--- src/rtl/secint_pkg.sv ---
package secint_pkg;
  localparam int DW = 32;
  localparam int AW = 6;

  localparam logic [AW-1:0] OFS_STATUS = 6'h00;
  localparam logic [AW-1:0] OFS_RAW    = 6'h04;
  localparam logic [AW-1:0] OFS_ENSET  = 6'h08;
  localparam logic [AW-1:0] OFS_ENCLR  = 6'h0C;
  localparam logic [AW-1:0] OFS_ROUTE  = 6'h20;

  // Contiguous mask of bits lo..hi inclusive
  function automatic logic [DW-1:0] span_mask(input int lo, input int hi);
    logic [DW-1:0] m;
    m = '0;
    for (int i = 0; i < DW; i++)
      if (i >= lo && i <= hi) m[i] = 1'b1;
    return m;
  endfunction

  // Enable register update: set ones, then clear ones
  function automatic logic [DW-1:0] next_enable(input logic [DW-1:0] cur,
                                                input logic [DW-1:0] set_m,
                                                input logic [DW-1:0] clr_m);
    return (cur | set_m) & ~clr_m;
  endfunction

  // Pending word seen by the cascade after routing is taken out
  function automatic logic [DW-1:0] cascade_pending(input logic [DW-1:0] gated,
                                                    input logic [DW-1:0] route,
                                                    input logic [DW-1:0] group);
    return gated & group & ~route;
  endfunction
endpackage

--- src/rtl/secint_input_latch.sv ---
module secint_input_latch #(
  parameter int W = 32
) (
  input  logic         clk,
  input  logic         rst_n,
  input  logic [W-1:0] src_i,
  output logic [W-1:0] raw_o
);
  always_ff @(posedge clk or negedge rst_n) begin
    if (!rst_n) raw_o <= '0;
    else        raw_o <= src_i;
  end
endmodule

--- src/rtl/secint_mask_regs.sv ---
module secint_mask_regs
  import secint_pkg::*;
#(
  parameter int          W          = 32,
  parameter logic [W-1:0] ROUTE_MASK = '0
) (
  input  logic         clk,
  input  logic         rst_n,
  input  logic         wr_set_i,
  input  logic         wr_clr_i,
  input  logic         wr_route_i,
  input  logic [W-1:0] wdata_i,
  output logic [W-1:0] enable_o,
  output logic [W-1:0] route_o
);
  logic [W-1:0] set_m;
  logic [W-1:0] clr_m;

  assign set_m = wr_set_i ? wdata_i : '0;
  assign clr_m = wr_clr_i ? wdata_i : '0;

  always_ff @(posedge clk or negedge rst_n) begin
    if (!rst_n) enable_o <= '0;
    else        enable_o <= next_enable(enable_o, set_m, clr_m);
  end

  always_ff @(posedge clk or negedge rst_n) begin
    if (!rst_n)          route_o <= '0;
    else if (wr_route_i) route_o <= wdata_i & ROUTE_MASK;
  end
endmodule

--- src/rtl/secint_fanout.sv ---
module secint_fanout
  import secint_pkg::*;
#(
  parameter int           W          = 32,
  parameter logic [W-1:0] CASC_MASK  = '0,
  parameter logic [W-1:0] ROUTE_MASK = '0
) (
  input  logic [W-1:0] raw_i,
  input  logic [W-1:0] enable_i,
  input  logic [W-1:0] route_i,
  output logic [W-1:0] status_o,
  output logic [W-1:0] casc_pend_o,
  output logic         cascade_o,
  output logic [W-1:0] direct_o
);
  assign status_o    = raw_i & enable_i;
  assign casc_pend_o = cascade_pending(status_o, route_i, CASC_MASK);
  assign cascade_o   = |casc_pend_o;

  for (genvar i = 0; i < W; i++) begin : g_direct
    if (ROUTE_MASK[i]) begin : g_routable
      assign direct_o[i] = raw_i[i] & route_i[i];
    end else begin : g_fixed
      assign direct_o[i] = 1'b0;
    end
  end
endmodule

--- src/rtl/secint_ctrl.sv ---
module secint_ctrl
  import secint_pkg::*;
#(
  parameter int CASC_LO  = 0,
  parameter int CASC_HI  = 8,
  parameter int ROUTE_LO = 21,
  parameter int ROUTE_HI = 31
) (
  input  logic          clk,
  input  logic          rst_n,
  input  logic [DW-1:0] src_i,
  input  logic [AW-1:0] bus_addr_i,
  input  logic [DW-1:0] bus_wdata_i,
  input  logic          bus_wen_i,
  output logic [DW-1:0] bus_rdata_o,
  output logic          cascade_o,
  output logic [DW-1:0] direct_o
);
  localparam logic [DW-1:0] CASC_MASK  = span_mask(CASC_LO, CASC_HI);
  localparam logic [DW-1:0] ROUTE_MASK = span_mask(ROUTE_LO, ROUTE_HI);

  logic [DW-1:0] raw_q;
  logic [DW-1:0] en_q;
  logic [DW-1:0] route_q;
  logic [DW-1:0] status_w;
  logic [DW-1:0] casc_pend_w;
  logic          wr_set_hit;
  logic          wr_clr_hit;
  logic          wr_route_hit;

  assign wr_set_hit   = bus_wen_i && (bus_addr_i == OFS_ENSET);
  assign wr_clr_hit   = bus_wen_i && (bus_addr_i == OFS_ENCLR);
  assign wr_route_hit = bus_wen_i && (bus_addr_i == OFS_ROUTE);

  secint_input_latch #(.W(DW)) u_latch (
    .clk   (clk),
    .rst_n (rst_n),
    .src_i (src_i),
    .raw_o (raw_q)
  );

  secint_mask_regs #(.W(DW), .ROUTE_MASK(ROUTE_MASK)) u_regs (
    .clk        (clk),
    .rst_n      (rst_n),
    .wr_set_i   (wr_set_hit),
    .wr_clr_i   (wr_clr_hit),
    .wr_route_i (wr_route_hit),
    .wdata_i    (bus_wdata_i),
    .enable_o   (en_q),
    .route_o    (route_q)
  );

  secint_fanout #(.W(DW), .CASC_MASK(CASC_MASK), .ROUTE_MASK(ROUTE_MASK)) u_fan (
    .raw_i       (raw_q),
    .enable_i    (en_q),
    .route_i     (route_q),
    .status_o    (status_w),
    .casc_pend_o (casc_pend_w),
    .cascade_o   (cascade_o),
    .direct_o    (direct_o)
  );

  always_comb begin
    unique case (bus_addr_i)
      OFS_STATUS: bus_rdata_o = status_w;
      OFS_RAW:    bus_rdata_o = raw_q;
      OFS_ENSET:  bus_rdata_o = en_q;
      OFS_ROUTE:  bus_rdata_o = route_q;
      default:    bus_rdata_o = '0;
    endcase
  end
endmodule

--- config.mk ---
export PLATFORM = sky130hd
export DESIGN_NAME = secint_ctrl
export DESIGN_NICKNAME = d
export VERILOG_FILES = /design/src/rtl/secint_pkg.sv /design/src/rtl/secint_input_latch.sv /design/src/rtl/secint_mask_regs.sv /design/src/rtl/secint_fanout.sv /design/src/rtl/secint_ctrl.sv
export SDC_FILE = /design/constraint.sdc
export NUM_CORES = 1
export LEC_CHECK = 0
export BUFFER_PORTS_ARGS = -buffer_cell sky130_fd_sc_hd__buf_2
export CAP_MARGIN = 5
export CORE_UTILIZATION = 23
export DETAILED_ROUTE_END_ITERATION = 6
export HOLD_SLACK_MARGIN = 0.05
export PLACE_DENSITY = 0.53
export RECOVER_POWER = 25
export SLEW_MARGIN = 20
export SYNTH_ARGS = -nofsm -noshare
export SYNTH_HDL_FRONTEND = slang
export SYNTH_SLANG_ARGS = --single-unit
--- constraint.sdc ---
create_clock -name clk -period 1.4 [get_ports clk]
set_input_delay 0.28 -clock clk [delete_from_list [all_inputs] [get_ports clk]]
set_output_delay 0.28 -clock clk [all_outputs]
set_load 0.005 [all_outputs]
Yosys cells after proc, flatten, opt, wreduce, memory -nomap -nowiden
Index checks and enable logic that the tools add are counted.

Output and inout port bits: 65. Logic and storage cells: 32. Bits in registers: 75.

Reductions and logical operators: 5. Eq/ne operators: 4. Muxes and demuxes: 3. Bitwise operators: 17.

Operators by type and width (number): $pmux W32 S4 (1); $and A32 B32 Y32 (2); $mux W32 (2); $not A32 Y32 (2); $and A9 B32 Y32 (1); $or A32 B32 Y32 (1); $reduce_or A32 Y1 (1); $eq A6 B4 Y1 const B (2); $and A1 B1 Y1 (11); $eq A6 B3 Y1 const B (1); $eq A6 B6 Y1 const B (1); $logic_not A6 Y1 (1); $logic_and A1 B1 Y1 (3).

Depth between registers and ports, before layout
Depth after elaboration: 5. Mapped depth: 6.

Modules after synthesis
From an unflattened synthesis, not the netlist that was laid out.

Cells, all modules: 417. Area, all modules: 4214.0 µm².

Modules (own cells, without submodules): secint_mask_regs (area each 1737.9 µm², times used 1, cells each 147); secint_ctrl (area each 980.9 µm², times used 1, cells each 127); secint_input_latch (area each 800.8 µm², times used 1, cells each 32); secint_fanout (area each 694.4 µm², times used 1, cells each 111).

Least setup slack after synthesis
No wires, ideal clock.

Path type: input port to output port. From: in bus_addr_i[4]. To: out bus_rdata_o[9]. Slack: -0.056 ns. Arrival: 1.176 ns. Data required time: 1.120 ns. Cell stages on the path: 4. Path buffers: 1. Path through: nor4_4 nand2_2 buf_4 nor2_1.

Cells in the longest elaborated chain, start to end: 2. Elaborated cells on any way between the ends: 5. Classes of those cells: eq/ne (3); mux (1); reduce/logical (1).

RTL lines: start: declaration (line secint_ctrl.sv:12) `input logic [AW-1:0] bus_addr_i,`; $eq A6 B6 Y1 (tied with other cells) (line secint_ctrl.sv:64) `unique case (bus_addr_i)`; $pmux W32 S4 * (line secint_ctrl.sv:64); end: declaration (line secint_ctrl.sv:15) `output logic [DW-1:0] bus_rdata_o,`.

Every way passes the cells marked *; elsewhere a longest branch is shown, timed or not.

Worst setup path in the final report
From: reg u_regs.enable_o[3]. To: out cascade_o.

Cells in the longest elaborated chain, start to end: 3.

RTL lines: start: declaration (line secint_mask_regs.sv:13) `output logic [W-1:0] enable_o,`; start signal: assignment (line secint_mask_regs.sv:24) `else enable_o <= next_enable(enable_o, set_m, clr_m);`; $and A32 B32 Y32 (line secint_fanout.sv:16) `assign status_o = raw_i & enable_i;`; $and A9 B32 Y32 (line secint_pkg.sv:31) `return gated & group & ~route;`; $reduce_or A32 Y1 (line secint_fanout.sv:18) `assign cascade_o = |casc_pend_o;`; end: declaration (line secint_ctrl.sv:16) `output logic cascade_o,`.

No other way between the ends.

==> impl_metrics.toml <==
[outcome]
status = "finished, violations left"
violations = "negative setup slack"

[setup_path]
path_class = "register to output port"
path_max_fanout = 2
cp-start-kind = "register"
cp.required_ps = 1120
crit_arrival_ps = 1470
cp-end-kind = "output port"

[clock_tree]
clock-sinks = 75
clkSlewWorstSetupHoldPaths_ps = 50
ctsRootBufferMaster = "clkbuf_16"
clk_latency_ps = 330
cts_tree = "done"
h-tree-depth = 3
clockBufferDepth = 2
cts_buffers = 9

[final_layout]
seqCellArea_um2 = 1877
final_util_pct = 36.06
antennaDiodeCount = 0
fin_nets = 554
multi_input_area_um2 = 1675
n_fill_cell = 1516
area_growth_syn_to_layout_pct = 52.21
final_cell_mix = "buf_2, dfrtp_1, dlygate4sd3_1"
final_common_cell = "buf_2"
drive_above_1_share_pct = 49.18

[die]
dieArea_um2 = 16280
core.rowCount = 45
start_util_pct = 23.69
die_h_um = 127.6
coreArea_um2 = 15310
io-pin-count = 138
die_w_um = 127.6

[synthesis]
yosysSeqAreaShare_pct = 51.72
synth_cells = 314
synth_cell_types = 30
ys_ff_latch = 75
avgSynthCellArea_um2 = 11.56
ys_warn_count = 0
syn_area_um2 = 3628

[grt]
grt_pass1_wl_mm = 15.89
grt_pass1_vias = 3029
antenna_found_initial = 0
grt_max_degree = 76
overflow = 0
grt_usage_pct = 13.14

[placement]
gp_congestion = 0.7181
hpwl_mm = 6.680
portBuffers = 116

[drt]
drt_iter0_markers = 88
post_drt_via_cell_ratio = 4.212
drc = 0
vias = 2936
drt_first_pass_iters = 4
wirelength_mm = 10.15
ant_nets = 0
wl_per_cell_um = 14.57

[timing]
fmax_mhz = 570.8
setup_viol = 33
clock_skew_ps = 0
setup_slack_ps = -351.9
finalCriticalPeriod_ps = 1752
rsz0062_at_grt = "yes"
hold_viol = 0
worst_pin_slew_ps = 704.4
drv_slew = 0
relSlewSlack_pct = 53.04
whs_ps = 82.25
min_period_over_period_pct = 125.1

[pwr]
irDropWorstVdd_uv = 549.5
p_leak_nw = 2.786
power_density_nw_per_um2 = 998.9

[hold_path]
min_path_type = "input port to register"

[job]
max_cap_viol_count = 0
## worst paths after layout
path	start	end	slack [ps]	depth (start not counted)
min in group asynchronous	rst_n	u_regs.route_o[25]	620	3
setup reg to reg	u_regs.enable_o[3]	u_regs.enable_o[3]	560	3
setup / recovery	u_regs.enable_o[3]	cascade_o	-350	4
hold / removal	src_i[3]	u_latch.raw_o[3]	80	1
hold reg to reg	u_regs.enable_o[24]	u_regs.enable_o[24]	520	2
max in group asynchronous	rst_n	u_regs.enable_o[2]	280	3
## cells by family (layout without fill, tap and decap cells)
group | Yosys count | in the layout | synth area share [%]
mux | 42 | 42 | 11.97
buf+inv | 75 | 227 | 11.10
simple gates | 72 | 72 | 13.97
other cells | 1 | 21 | 0.1033
flops | 75 | 75 | 51.72
compound gates | 49 | 49 | 11.14
## final cells by class
class,count,area share (%)
timing repair buffer,180,23.83
clock buffer,14,4.780
sequential,75,33.98
multi-input combinational,184,30.34
clock inverter,2,0.1812
inverter,31,2.107
tap,211,4.780
## synthesized netlist by cell type
| master | count | area, µm² |
|---|---|---|
| a41oi_1 | 1 | 8.760 |
| nand3_1 | 4 | 20.02 |
| buf_4 | 24 | 180.2 |
| conb_1 | 1 | 3.750 |
| and3_1 | 1 | 6.260 |
| a2bb2o_1 | 1 | 10.01 |
| a222oi_1 | 1 | 10.01 |
| nand2_1 | 1 | 3.750 |
| nand4_1 | 1 | 6.260 |
| mux2_2 | 11 | 123.9 |
| nor3_1 | 1 | 5.000 |
| mux2i_1 | 31 | 310.3 |
| nor4_4 | 1 | 21.27 |
| inv_1 | 31 | 116.4 |
| a31oi_1 | 1 | 6.260 |
| nand2_2 | 1 | 6.260 |
| buf_1 | 1 | 3.750 |
| o2bb2ai_1 | 1 | 8.760 |
| dfrtp_1 | 75 | 1877 |
| nand3_2 | 28 | 280.3 |
| buf_2 | 7 | 35.03 |
| a22o_1 | 1 | 8.760 |
| a221oi_1 | 1 | 8.760 |
| a22oi_1 | 1 | 7.510 |
| buf_6 | 3 | 33.78 |
| nor2_1 | 22 | 82.58 |
| o22ai_1 | 32 | 200.2 |
| and2_1 | 12 | 75.07 |
| o2bb2ai_2 | 9 | 135.1 |
| clkbuf_1 | 9 | 33.78 |
## state kept, by name (all words and copies together) (netlist names)
register and cells:
u_regs.enable_o 32, u_latch.raw_o 32, u_regs.route_o 11
## per-stage QoR
step	instance area (µm²)	std cells	total power [mW]	setup WS, ps	TNS [ps]
6_report	5523	697	5.517	-351.9	-7912
5_1_grt	5523	697	5.838	-428.9	-9533
4_1_cts	5466	698	5.600	-378.9	-8294
3_5_place_dp	4508	641	3.255	-198.6	-7135
3_3_place_gp	4508	641	3.229	-160.6	-5561
2_1_floorplan	3704	334	2.924	-55.65	-1370
## report_power, final
| group | total, mW | switching [mW] | leakage [nW] | internal, mW |
|---|---|---|---|---|
| registers | 2.53 | 0.143 | 0.834 | 2.38 |
| clock network | 2.13 | 0.840 | 0.137 | 1.29 |
| logic | 0.857 | 0.434 | 1.81 | 0.424 |
| total | 5.52 | 1.42 | 2.79 | 4.10 |
## routing by layer
metal | track usage (%) | part of all wire, % | up-vias
li1 | - | - | 1382
met1 | 15.78 | 43 | 1439
met2 | 21.95 | 50 | 101
met3 | 2.889 | 4.5 | 14
met4 | 7.059 | 2.6 | 0
met5 | 0 | 0 | -
## worst max-delay path: stages (launching register included)
cell	delay, ps
dfrtp_1	380
a222oi_1	370
buf_4	180
nand3_2	70
buf_2	140
## timing repair
item / 4_1_cts / 5_1_grt
hold buffers: 32 / 0
cloned: 4 / 0
setup buffers: 5 / 3
resized for setup: 53 / 27
pin swaps: 22 / 5
endpoints found under the setup margin: 33 / 33
endpoints found under the hold margin: 106 / 0
No activity file was read; power rests on OpenSTA's default activity.
